--- src/rtl/cfg_i2c_pkg.sv ---
package cfg_i2c_pkg;

   // Protocol position of the target engine
   typedef enum logic [3:0] {
      ST_IDLE,
      ST_DEV,
      ST_DEV_ACK,
      ST_REG,
      ST_REG_ACK,
      ST_WDAT,
      ST_WDAT_ACK,
      ST_RDAT,
      ST_RDAT_ACK
   } slv_state_e;

   // Single-cycle bus events derived from the oversampled lines
   typedef struct packed {
      logic start;
      logic stop;
      logic rise;
      logic fall;
      logic sda;
   } bus_evt_t;

endpackage

--- src/rtl/cfg_i2c_linemon.sv ---
module cfg_i2c_linemon
   import cfg_i2c_pkg::*;
#(
   parameter int SYNC_STAGES = 2
) (
   input  logic     clk,
   input  logic     rst_n,
   input  logic     scl_i,
   input  logic     sda_i,
   output bus_evt_t evt_o
);

   logic scl_s, sda_s;
   logic scl_q, sda_q;

   generate
      if (SYNC_STAGES == 0) begin : g_direct
         assign scl_s = scl_i;
         assign sda_s = sda_i;
      end else begin : g_sync
         logic [SYNC_STAGES-1:0] scl_pipe, sda_pipe;
         always_ff @(posedge clk or negedge rst_n) begin
            if (!rst_n) begin
               scl_pipe <= '1;
               sda_pipe <= '1;
            end else begin
               scl_pipe <= (scl_pipe << 1) | SYNC_STAGES'(scl_i);
               sda_pipe <= (sda_pipe << 1) | SYNC_STAGES'(sda_i);
            end
         end
         assign scl_s = scl_pipe[SYNC_STAGES-1];
         assign sda_s = sda_pipe[SYNC_STAGES-1];
      end
   endgenerate

   always_ff @(posedge clk or negedge rst_n) begin
      if (!rst_n) begin
         scl_q <= 1'b1;
         sda_q <= 1'b1;
      end else begin
         scl_q <= scl_s;
         sda_q <= sda_s;
      end
   end

   // SDA moving while SCL stays high is a bus condition
   assign evt_o.start = scl_q & scl_s & sda_q & ~sda_s;
   assign evt_o.stop  = scl_q & scl_s & ~sda_q & sda_s;
   assign evt_o.rise  = ~scl_q & scl_s;
   assign evt_o.fall  = scl_q & ~scl_s;
   assign evt_o.sda   = sda_s;

endmodule

--- src/rtl/cfg_i2c_bank.sv ---
module cfg_i2c_bank #(
   parameter int NUM_REGS = 8,
   parameter int DATA_W   = 8,
   parameter int PTR_W    = 3
) (
   input  logic                       clk,
   input  logic                       rst_n,
   input  logic                       wr_en,
   input  logic [PTR_W-1:0]           ptr,
   input  logic [DATA_W-1:0]          wdata,
   output logic [DATA_W-1:0]          rdata,
   output logic [NUM_REGS*DATA_W-1:0] cfg_o
);

   generate
      for (genvar i = 0; i < NUM_REGS; i++) begin : g_reg
         logic [DATA_W-1:0] q;
         always_ff @(posedge clk or negedge rst_n) begin
            if (!rst_n)
               q <= '0;
            else if (wr_en && ptr == PTR_W'(i))
               q <= wdata;
         end
         assign cfg_o[i*DATA_W +: DATA_W] = q;
      end
   endgenerate

   always_comb begin
      rdata = '0;
      for (int k = 0; k < NUM_REGS; k++)
         if (ptr == PTR_W'(k))
            rdata = cfg_o[k*DATA_W +: DATA_W];
   end

endmodule

--- src/rtl/cfg_i2c_engine.sv ---
module cfg_i2c_engine
   import cfg_i2c_pkg::*;
#(
   parameter int         DATA_W   = 8,
   parameter int         PTR_W    = 3,
   parameter int         STRAP_W  = 2,
   parameter logic [6:0] DEV_BASE = 7'b1011000
) (
   input  logic               clk,
   input  logic               rst_n,
   input  bus_evt_t           evt,
   input  logic [STRAP_W-1:0] strap,
   input  logic [DATA_W-1:0]  rd_data,
   output logic               wr_en,
   output logic [DATA_W-1:0]  wr_data,
   output logic [PTR_W-1:0]   ptr_o,
   output slv_state_e         st_o,
   output logic [DATA_W-1:0]  sh_o,
   output logic               sda_oe_o
);

   localparam int CNT_W = $clog2(DATA_W + 1);
   localparam logic [CNT_W-1:0] FULL = CNT_W'(DATA_W);
   localparam logic [CNT_W-1:0] LAST = CNT_W'(DATA_W - 1);

   slv_state_e         st;
   logic [DATA_W-1:0]  sh, tx;
   logic [CNT_W-1:0]   cnt;
   logic [PTR_W-1:0]   ptr;
   logic               rw, mack;
   logic [6:0]         own_addr;
   logic               byte_done;

   assign own_addr  = {DEV_BASE[6:STRAP_W], strap};
   assign byte_done = evt.fall && (cnt == FULL);

   always_ff @(posedge clk or negedge rst_n) begin
      if (!rst_n) begin
         st   <= ST_IDLE;
         sh   <= '0;
         tx   <= '0;
         cnt  <= '0;
         ptr  <= '0;
         rw   <= 1'b0;
         mack <= 1'b0;
      end else if (evt.stop) begin
         st <= ST_IDLE;
      end else if (evt.start) begin
         st  <= ST_DEV;
         cnt <= '0;
      end else begin
         case (st)
            ST_DEV, ST_REG, ST_WDAT: begin
               if (evt.rise && cnt != FULL) begin
                  sh  <= {sh[DATA_W-2:0], evt.sda};
                  cnt <= cnt + 1'b1;
               end else if (byte_done) begin
                  if (st == ST_DEV) begin
                     if (sh[7:1] == own_addr) begin
                        st <= ST_DEV_ACK;
                        rw <= sh[0];
                     end else begin
                        st <= ST_IDLE;
                     end
                  end else if (st == ST_REG) begin
                     ptr <= sh[PTR_W-1:0];
                     st  <= ST_REG_ACK;
                  end else begin
                     ptr <= ptr + 1'b1;
                     st  <= ST_WDAT_ACK;
                  end
               end
            end
            ST_DEV_ACK: begin
               if (evt.fall) begin
                  cnt <= '0;
                  if (rw) begin
                     st <= ST_RDAT;
                     tx <= rd_data;
                  end else begin
                     st <= ST_REG;
                  end
               end
            end
            ST_REG_ACK, ST_WDAT_ACK: begin
               if (evt.fall) begin
                  cnt <= '0;
                  st  <= ST_WDAT;
               end
            end
            ST_RDAT: begin
               if (evt.fall) begin
                  tx  <= {tx[DATA_W-2:0], 1'b0};
                  cnt <= cnt + 1'b1;
                  if (cnt == LAST) begin
                     st  <= ST_RDAT_ACK;
                     ptr <= ptr + 1'b1;
                  end
               end
            end
            ST_RDAT_ACK: begin
               if (evt.rise)
                  mack <= ~evt.sda;
               else if (evt.fall) begin
                  if (mack) begin
                     st  <= ST_RDAT;
                     tx  <= rd_data;
                     cnt <= '0;
                  end else begin
                     st <= ST_IDLE;
                  end
               end
            end
            default: st <= ST_IDLE;
         endcase
      end
   end

   assign wr_en   = (st == ST_WDAT) && byte_done && !evt.start && !evt.stop;
   assign wr_data = sh;

   always_comb begin
      case (st)
         ST_DEV_ACK, ST_REG_ACK, ST_WDAT_ACK: sda_oe_o = 1'b1;
         ST_RDAT:                             sda_oe_o = ~tx[DATA_W-1];
         default:                             sda_oe_o = 1'b0;
      endcase
   end

   assign ptr_o = ptr;
   assign st_o  = st;
   assign sh_o  = sh;

endmodule

--- src/rtl/cfg_i2c_regfile.sv ---
module cfg_i2c_regfile
   import cfg_i2c_pkg::*;
#(
   parameter int         NUM_REGS    = 8,
   parameter int         DATA_W      = 8,
   parameter int         STRAP_W     = 2,
   parameter logic [6:0] DEV_BASE    = 7'b1011000,
   parameter int         SYNC_STAGES = 2
) (
   input  logic                       clk,
   input  logic                       rst_n,
   input  logic                       scl_i,
   input  logic                       sda_i,
   input  logic [STRAP_W-1:0]         strap_i,
   output logic                       sda_oe_o,
   output logic [NUM_REGS*DATA_W-1:0] cfg_o
);

   localparam int PTR_W = $clog2(NUM_REGS);
   localparam int CFG_W = NUM_REGS * DATA_W;

   generate
      if (DATA_W != 8) begin : g_bad_width
         $error("cfg_i2c_regfile: bus bytes are 8 bits, DATA_W must be 8");
      end
      if (NUM_REGS < 2 || (1 << PTR_W) != NUM_REGS) begin : g_bad_depth
         $error("cfg_i2c_regfile: NUM_REGS must be a power of two of at least 2");
      end
      if (STRAP_W < 1 || STRAP_W > 3) begin : g_bad_strap
         $error("cfg_i2c_regfile: STRAP_W must lie between 1 and 3");
      end
      if (SYNC_STAGES < 0) begin : g_bad_sync
         $error("cfg_i2c_regfile: SYNC_STAGES cannot be negative");
      end
   endgenerate

   bus_evt_t          evt;
   slv_state_e        st;
   logic [PTR_W-1:0]  ptr;
   logic [DATA_W-1:0] sh, wr_data, rd_data;
   logic              wr_en;

   cfg_i2c_linemon #(
      .SYNC_STAGES(SYNC_STAGES)
   ) u_mon (
      .clk  (clk),
      .rst_n(rst_n),
      .scl_i(scl_i),
      .sda_i(sda_i),
      .evt_o(evt)
   );

   cfg_i2c_engine #(
      .DATA_W  (DATA_W),
      .PTR_W   (PTR_W),
      .STRAP_W (STRAP_W),
      .DEV_BASE(DEV_BASE)
   ) u_eng (
      .clk     (clk),
      .rst_n   (rst_n),
      .evt     (evt),
      .strap   (strap_i),
      .rd_data (rd_data),
      .wr_en   (wr_en),
      .wr_data (wr_data),
      .ptr_o   (ptr),
      .st_o    (st),
      .sh_o    (sh),
      .sda_oe_o(sda_oe_o)
   );

   cfg_i2c_bank #(
      .NUM_REGS(NUM_REGS),
      .DATA_W  (DATA_W),
      .PTR_W   (PTR_W)
   ) u_bank (
      .clk  (clk),
      .rst_n(rst_n),
      .wr_en(wr_en),
      .ptr  (ptr),
      .wdata(wr_data),
      .rdata(rd_data),
      .cfg_o(cfg_o)
   );

endmodule

--- config.mk ---
export PLATFORM = sky130hd
export DESIGN_NAME = cfg_i2c_regfile
export DESIGN_NICKNAME = d
export VERILOG_FILES = /design/src/rtl/cfg_i2c_pkg.sv /design/src/rtl/cfg_i2c_linemon.sv /design/src/rtl/cfg_i2c_bank.sv /design/src/rtl/cfg_i2c_engine.sv /design/src/rtl/cfg_i2c_regfile.sv
export SDC_FILE = /design/constraint.sdc
export NUM_CORES = 1
export LEC_CHECK = 0
export CORE_MARGIN = 3
export CORE_UTILIZATION = 69
export DETAILED_ROUTE_END_ITERATION = 6
export DONT_BUFFER_PORTS = 1
export PLACE_DENSITY = 0.89
export SLEW_MARGIN = 40
export SYNTH_ARGS = -nofsm -noshare
export SYNTH_HDL_FRONTEND = slang
export SYNTH_HIERARCHICAL = 1
export SYNTH_SLANG_ARGS = --single-unit
--- constraint.sdc ---
create_clock -name clk -period 5 [get_ports clk]
set_input_delay 0.75 -clock clk [delete_from_list [all_inputs] [get_ports clk]]
set_output_delay 0.75 -clock clk [all_outputs]
set_load 0.02 [all_outputs]
Word level (Yosys, flattened, before mapping)
Index checks and enable logic that the tools add are counted.
- bitwise operators: 17
- add/sub/neg operators: 2
- reduce and logical (&&, ||, !) cells: 29
- equality and inequality tests: 43
- mux-type cells: 47
- operators by type and width (cell ; count):
    $mux W8 ; 14
    $mux W4 ; 18
    $mux W3 ; 8
    $ne A4 B1 Y1 const B ; 6
    $pmux W8 S3 ; 1
    $reduce_and A8 Y1 ; 3
    $eq A4 B3 Y1 const B ; 5
    $pmux W4 S5 ; 1
    $pmux W4 S4 ; 1
    $ne A3 B1 Y1 const B ; 5
    $ne A2 B1 Y1 const B ; 7
    $logic_and A1 B1 Y1 ; 13
    $eq A3 B3 Y1 const B ; 4
    $reduce_and A9 Y1 ; 1
    $eq A4 B2 Y1 const B ; 2
    $eq A4 B4 Y1 const B ; 2
    $ne A4 B2 Y1 const B ; 2
    $not A1 Y1 ; 8
    $reduce_and A4 Y1 ; 2
    $and A1 B1 Y1 ; 7
    $eq A7 B7 Y1 ; 1
    $reduce_and A7 Y1 ; 1
    $eq A3 B2 Y1 const B ; 2
    $ne A2 B2 Y1 const B ; 3
    other kinds (17) ; 21
- input bits: 6
- bits in registers: 99

Depth between registers and ports, before layout
Gate-level depths: netlist of the first run.
- word-level depth: 13
- gate-level depth with buffers: 10

Modules after synthesis
The synthesis of the first run kept the hierarchy.
- modules (own cells, without submodules) (module ; times used ; cells each ; area an instance (µm²)):
    cfg_i2c_bank ; 1 ; 253 ; 3203.1
    cfg_i2c_engine ; 1 ; 191 ; 1940.6
    cfg_i2c_linemon ; 1 ; 11 ; 197.7

Least setup slack after synthesis of the first run
No wires, ideal clock.
- kind: flip-flop to flip-flop
- start point: reg u_mon.g_sync.sda_pipe[1]
- end point: reg u_bank.g_reg[1].q[0]
- slack: 2.431 ns
- stages on the path, launching flop included: 9
- clock period less this slack: 2.569 ns
- arrival: 2.444 ns
- setup time: 0.125 ns
- cells stage by stage: dfstp_2 > and4b_1 > nor2_1 > nand3_1 > nor4_1 > clkbuf_2 > nand2b_4 > nor3b_4 > mux2_2
- RTL lines (item ; RTL line ; source):
    start, declared ; cfg_i2c_linemon.sv:21 ; logic [SYNC_STAGES-1:0] scl_pipe, sda_pipe;
    start signal, assigned ; cfg_i2c_linemon.sv:28 ; sda_pipe <= (sda_pipe << 1) | SYNC_STAGES'(sda_i);
    end signal, assigned ; cfg_i2c_bank.sv:22 ; q <= wdata;
    end, declared ; cfg_i2c_bank.sv:17 ; logic [DATA_W-1:0] q;

==> results of run 1 <==
-- Yosys cell counts, types with 3 or more instances --
cell type / count
dfrtp_1: 93
mux2_2: 78
nand2_1: 32
o21ai_0: 21
a21oi_1: 18
inv_1: 17
mux2_4: 15
mux2i_1: 12
nor2_1: 12
buf_2: 11
nand2b_1: 11
buf_4: 9
nand3_1: 9
o211ai_1: 8
a22oi_1: 7
buf_6: 7
o211a_1: 7
dfstp_2: 6
clkbuf_1: 5
nor3_1: 5
nor2b_1: 4
a31oi_1: 3
ha_1: 3
mux2_1: 3
o21ai_1: 3
o21bai_1: 3
-- path summary, 6_finish.rpt --
check	startpoint	cells after the start	slack [ns]	endpoint
worst min register to register	u_mon/g_sync.scl_pipe[0]	0	0.36	u_mon/g_sync.scl_pipe[1]
max in group asynchronous	rst_n	0	4.69	u_mon/sda_q
worst max register to register	u_mon/g_sync.sda_pipe[1]	8	1.97	u_bank/g_reg[4].q[4]
min in group clk	u_mon/g_sync.scl_pipe[0]	0	0.36	u_mon/g_sync.scl_pipe[1]
worst min-delay path	rst_n	0	0.07	u_eng/ptr_o[0]
worst max-delay path	u_mon/g_sync.sda_pipe[1]	8	1.97	u_bank/g_reg[4].q[4]
-- logic make-up (layout without fill, tap and decap cells) --
group / Yosys count / count (layout)
AOI/OAI and AO/OA: 87 / 87
adders and majority gates: 3 / 3
muxes: 108 / 108
DFF: 99 / 99
xor gates and xnor gates: 2 / 2
and+or+nand+nor: 106 / 106
buffers and inverters: 50 / 36
-- report_power, final --
part / switching (W) / internal, W
registers: 0.0000232 / 0.000816
clock network: 0.000283 / 0.000185
logic: 0.0000235 / 0.0000237
-- placed cells by master (no fill, tap or decap), drive strengths merged, types with 8 or more instances in the layout --
cell / netlist / routed
clkbuf: 6 / 9
nand3: 10 / 10
o21ai: 24 / 24
inv: 17 / 19
a21oi: 19 / 19
nand2b: 12 / 12
mux2i: 12 / 12
nand2: 33 / 33
nor2: 12 / 12
o211ai: 8 / 8
nor3: 8 / 8
mux2: 96 / 96
dfrtp: 93 / 93
-- layer usage --
layer,vias up,global-route usage,part of all wire
met4,0,0.0746,0.013
met3,17,0.0641,0.076
li1,1603,-,-
met5,-,0,0
met1,1824,0.410,0.43
met2,176,0.452,0.48
-- metrics by stage --
step,std cells,hold slack (ns)
final,540,0.0750
after global routing,540,0.0540
after CTS,540,0.0586
after detailed placement,524,0.348
after global placement,524,0.346
after floorplan,455,0.345
-- worst max-delay path, delay by kind of cell, from the launching register on --
| family | cells | cell delay [ns] |
|---|---|---|
| DFF | 1 | 0.57 |
| muxes | 1 | 0.42 |
| and+or+nand+nor | 6 | 1.71 |
| buffers and inverters | 1 | 0.22 |
-- flip-flops by register name, indices dropped and copies added, names as in the netlist --
signal,cells
u_bank/g.q,64
u_eng/cnt,4
u_eng/mack,1
u_eng/ptr_o,3
u_eng/rw,1
u_eng/sh_o,8
u_eng/st_o,4
u_eng/tx,8
u_mon/g_sync.scl_pipe,2
u_mon/g_sync.sda_pipe,2
u_mon/scl_q,1
u_mon/sda_q,1
-- layout make-up --
cell class,count,area (µm²),share of cell area
clock buffer,9,124,0.0228
clock inverter,7,52.6,0.00966
inverter,17,63.8,0.0117
multi-input combinational,306,2570,0.472
sequential,99,2490,0.457
tap,99,124,0.0228
timing repair buffer,3,22.5,0.00414
==> flow_metrics.py, run 1 <==
metrics = {
    "timing": {
        "post-route-period-util": 0.606,
        "rsz0062_at_grt": "no",
        "slew-limit-headroom": 0.557,
        "worst_pin_slew_ns": 0.662,
        "slew_viol_final": 0,
        "setup_viol": 0,
        "finClkSkew_ns": 0.0105,
        "min_period_ns": 3.03,
        "final.setup.worst_slack_ns": 1.97,
        "hold_violations": 0,
        "fin_tns_setup_ns": 0,
        "max_freq_ghz": 0.330,
    },
    "setup_path": {
        "cpMaxStageDelayCell": "dfstp_2",
        "worstSetupPathType": "reg -> reg",
        "worst_setup_path_end_kind": "flop",
        "critPathMaxStageDelay_ns": 0.57,
        "path_cells": "and4b_1, nor2_1, nand3_1, nor4_1, buf_4, nand2_1, nor3_4, mux2_2",
        "cp.required_ns": 5.24,
        "worstSetupStartpointType": "flop",
        "arrival_ns": 3.27,
        "path_max_fanout": 8,
    },
    "finish": {
        "n_antenna_cell": 0,
        "fillers": 490,
        "area_growth_pct": 1.90,
        "fin_area_um2": 5440,
        "drive_gt1_frac": 0.302,
        "fin_nets": 445,
        "final_util": 0.739,
    },
    "clock_tree": {
        "cts-hold-fix-buffers": 0,
        "clockBufferDepth": 2,
        "root_buffer": "clkbuf_8",
        "cts_tree": "done",
        "clkSinkCount": 99,
        "cts_buffers": 9,
        "postCtsSetupBuffers": 0,
        "path_clk_slew_ns": 0.09,
        "cts_resized": 0,
        "htreeDepth": 3,
        "worstSkewPairLatency_ns": 0.36,
    },
    "synthesis": {
        "synthMuxAreaShare": 0.235,
        "ys_async_sr_fraction": 1.00,
        "yosys.area.top_type": "dfrtp_1",
        "synth_xor_area_frac": 0.00328,
        "yosysWarnings": 6,
        "synth_fa_ha_area_frac": 0.00703,
        "synth_cell_types": 67,
        "synth_cells": 455,
        "netlist_area_um2": 5340,
        "synthSimpleGateAreaFrac": 0.124,
        "synth_top_family_by_area": "multiplexers",
        "synth_seq_cells": 99,
        "synthFlopType": "dfrtp_1",
        "synth_edf_count": 0,
        "synth.area.top_cells": "dfrtp_1, mux2_2, mux2_4, dfstp_2, mux2i_1",
        "syn_avg_cell_area_um2": 11.7,
        "synth_top_area_frac": 0.436,
        "synthesis.nets": 464,
        "ys_seq_area_frac": 0.465,
        "synth-compound-area-share": 0.111,
    },
    "place": {
        "place.gp.congestion": 0.869,
        "place_ws_ns": 2.12,
        "hpwl_um": 8160,
        "post_dp_cell_area_um2": 5270,
        "portBuffers": 0,
    },
    "routing": {
        "dr.first_iter.drc_count": 453,
        "postRouteAntennaNets": 0,
        "vias": 3620,
        "drc": 0,
        "via_per_inst": 6.70,
        "totalWireLength_um": 12200,
        "firstDrtPassIters": 4,
        "avgRoutedWirePerCell_um": 22.6,
    },
    "floorplanning": {
        "die_area_um2": 8830,
        "rows": 31,
        "chipHeight_um": 94.0,
        "initial_core_util": 0.725,
        "core_um2": 7370,
        "die_x_um": 94.0,
        "io_pins": 71,
    },
    "global_routing": {
        "grt_pass1_vias": 3548,
        "grt_max_degree": 100,
        "grt-ovfl-total": 0,
        "grt_pass1_wl_um": 19500,
        "grt_usage": 0.289,
        "antenna_found_initial": 0,
    },
    "job": {
        "drv_cap": 0,
    },
    "power": {
        "power_density_nw_per_um2": 249,
        "leakage_nw": 2.51,
        "finalPower_w": 0.00136,
        "peakVddDrop_mv": 0.208,
    },
    "status": {
        "status": "finished, final reports clean",
    },
    "min_path": {
        "hold_class": "in -> async",
    },
}
Power figures use the tool's default switching activity.
==> run 2, diff against run 1 <==
CORE_UTILIZATION = 58   (was 69)
PLACE_DENSITY = 0.8   (was 0.89)
clock period = 2.7 ns   (was 5 ns; I/O delays follow)
==> run 2 against run 1 <==
Compared with the run above: maximum frequency grew 21%; core utilization decreased by 9.9 points; via count is 1.0% higher; first-iteration DRC count fell by 47%; setup slack worse by 1.8 ns; die area increased by 18%; critical path depth is 2 higher; critical path type unchanged.
==> flow_metrics.py, run 2 (synthesized netlist as in run 1, its figures left out) <==
metrics = {
    "clock_tree": {
        "cts_buffers": 9,
        "clkSinkCount": 99,
        "clockBufferDepth": 2,
        "path_clk_slew_ns": 0.10,
        "htreeDepth": 3,
        "cts_tree": "done",
        "worstSkewPairLatency_ns": 0.38,
        "root_buffer": "clkbuf_8",
        "cts_resized": 0,
    },
    "finish": {
        "drive_gt1_frac": 0.328,
        "final_cells": 568,
        "layout_common_cells": "dfrtp_1, mux2_2, nand2_1",
        "top_register": "u_bank/g.q",
        "fin_nets": 464,
        "n_antenna_cell": 0,
        "mostFrequentLayoutCell": "dfrtp_1",
        "final_util": 0.640,
        "area_growth_pct": 5.95,
        "largest_register_ff_count": 64,
    },
    "routing": {
        "dr.first_iter.drc_count": 238,
        "totalWireLength_um": 12500,
        "via_per_inst": 6.44,
        "drc": 0,
        "firstDrtPassIters": 5,
        "postRouteAntennaNets": 0,
        "avgRoutedWirePerCell_um": 22.0,
        "vias": 3658,
    },
    "setup_path": {
        "r2r_start": "u_eng/cnt[0]",
        "worst_setup_path_end_kind": "flop",
        "path_max_fanout": 5,
        "rrSetupSlack_ns": 0.19,
        "arrival_ns": 2.77,
        "startpoint": "u_eng/cnt[0]",
        "worstSetupStartpointType": "flop",
        "worstSetupPathType": "reg -> reg",
        "reg2reg_to": "u_bank/g_reg[2].q[1]",
        "cp.required_ns": 2.96,
        "reg2regPathDepth": 10,
        "crit_end": "u_bank/g_reg[2].q[1]",
    },
    "floorplanning": {
        "rows": 34,
        "io_pins": 71,
        "core_um2": 8850,
        "die_area_um2": 10400,
        "die_x_um": 102,
        "chipHeight_um": 102,
        "initial_core_util": 0.604,
    },
    "min_path": {
        "hold_class": "in -> reg",
        "hold_depth": 0,
    },
    "power": {
        "leakage_nw": 2.62,
        "peakVddDrop_mv": 0.311,
        "power_density_nw_per_um2": 461,
    },
    "timing": {
        "min_period_ns": 2.51,
        "slew_viol_final": 0,
        "fin_tns_setup_ns": 0,
        "rsz0062_at_grt": "no",
        "slew-limit-headroom": 0.624,
        "post-route-period-util": 0.930,
        "hold_violations": 0,
        "worst_pin_slew_ns": 0.562,
        "max_freq_ghz": 0.398,
        "setup_viol": 0,
        "finClkSkew_ns": 0.0176,
    },
    "place": {
        "dp.cells": 546,
        "place.gp.congestion": 0.916,
        "portBuffers": 0,
        "hpwl_um": 8650,
    },
    "global_routing": {
        "grt_pass1_wl_um": 19600,
        "grt-ovfl-total": 0,
        "antenna_found_initial": 0,
        "grt_usage": 0.244,
        "grt_pass1_vias": 3670,
        "grt_max_degree": 100,
    },
    "job": {
        "drv_cap": 0,
    },
    "status": {
        "status": "finished, final reports clean",
    },
}
-- run 2: what timing repair did --
action / 4_1_cts / 5_1_grt
setup endpoints to repair: 0 / 22
hold endpoints to repair: 99 / 99
setup buffers: 0 / 4
-- run 2: layout make-up --
| class | instances | area [µm²] |
|---|---|---|
| Multi-Input combinational cell | 306 | 2570 |
| Fill cell | 693 | 3190 |
| Clock buffer | 9 | 124 |
| Sequential cell | 99 | 2490 |
| Inverter | 17 | 63.8 |
| Clock inverter | 7 | 70.1 |
| Tap cell | 108 | 135 |
| Timing Repair Buffer | 22 | 213 |
-- run 2: worst min path at each step --
stage / start / endpoint
after global placement: rst_n / u_bank/g_reg[6].q[0]
after CTS: rst_n / u_bank/g_reg[1].q[4]
after global routing: scl_i / u_mon/g_sync.scl_pipe[0]
after floorplan: rst_n / u_bank/g_reg[0].q[0]
final: scl_i / u_mon/g_sync.scl_pipe[0]
after detailed placement: rst_n / u_bank/g_reg[6].q[0]
-- run 2: routing by layer --
| metal | share of wire | global-route usage |
|---|---|---|
| met2 | 0.51 | 0.400 |
| met3 | 0.067 | 0.0526 |
| met5 | 0 | 0 |
| met1 | 0.41 | 0.326 |
| met4 | 0.014 | 0.0747 |
-- run 2: where the power goes --
group | leakage, nW | total (W) | switching, W | internal, W
sequential | 1.36 | 0.00155 | 0.0000428 | 0.00151
combinational | 1.17 | 0.000121 | 0.0000700 | 0.0000512
clock | 0.100 | 0.000935 | 0.000574 | 0.000361
-- run 2: critical path: stages (launching register included) --
cell and delay [ns]:
dfrtp_1 0.41, inv_1 0.10, ha_1 0.19, and3b_1 0.24
nand3_1 0.15, nor4_1 0.27, buf_4 0.21, nand2b_4 0.11
nor3b_4 0.22, buf_4 0.17, mux2_2 0.34
-- run 2: stage by stage --
step                worst slack [ns]  total power [W]  instance area, µm²  hold slack (ns)
floorplan                      0.131          0.00165                5340            0.109
global placement               0.227          0.00166                5370            0.114
detailed placement             0.155          0.00167                5370            0.113
CTS                            0.138          0.00260                5570           -0.296
global route                  0.0141          0.00271                5660           0.0112
finish                         0.188          0.00261                5660           0.0278
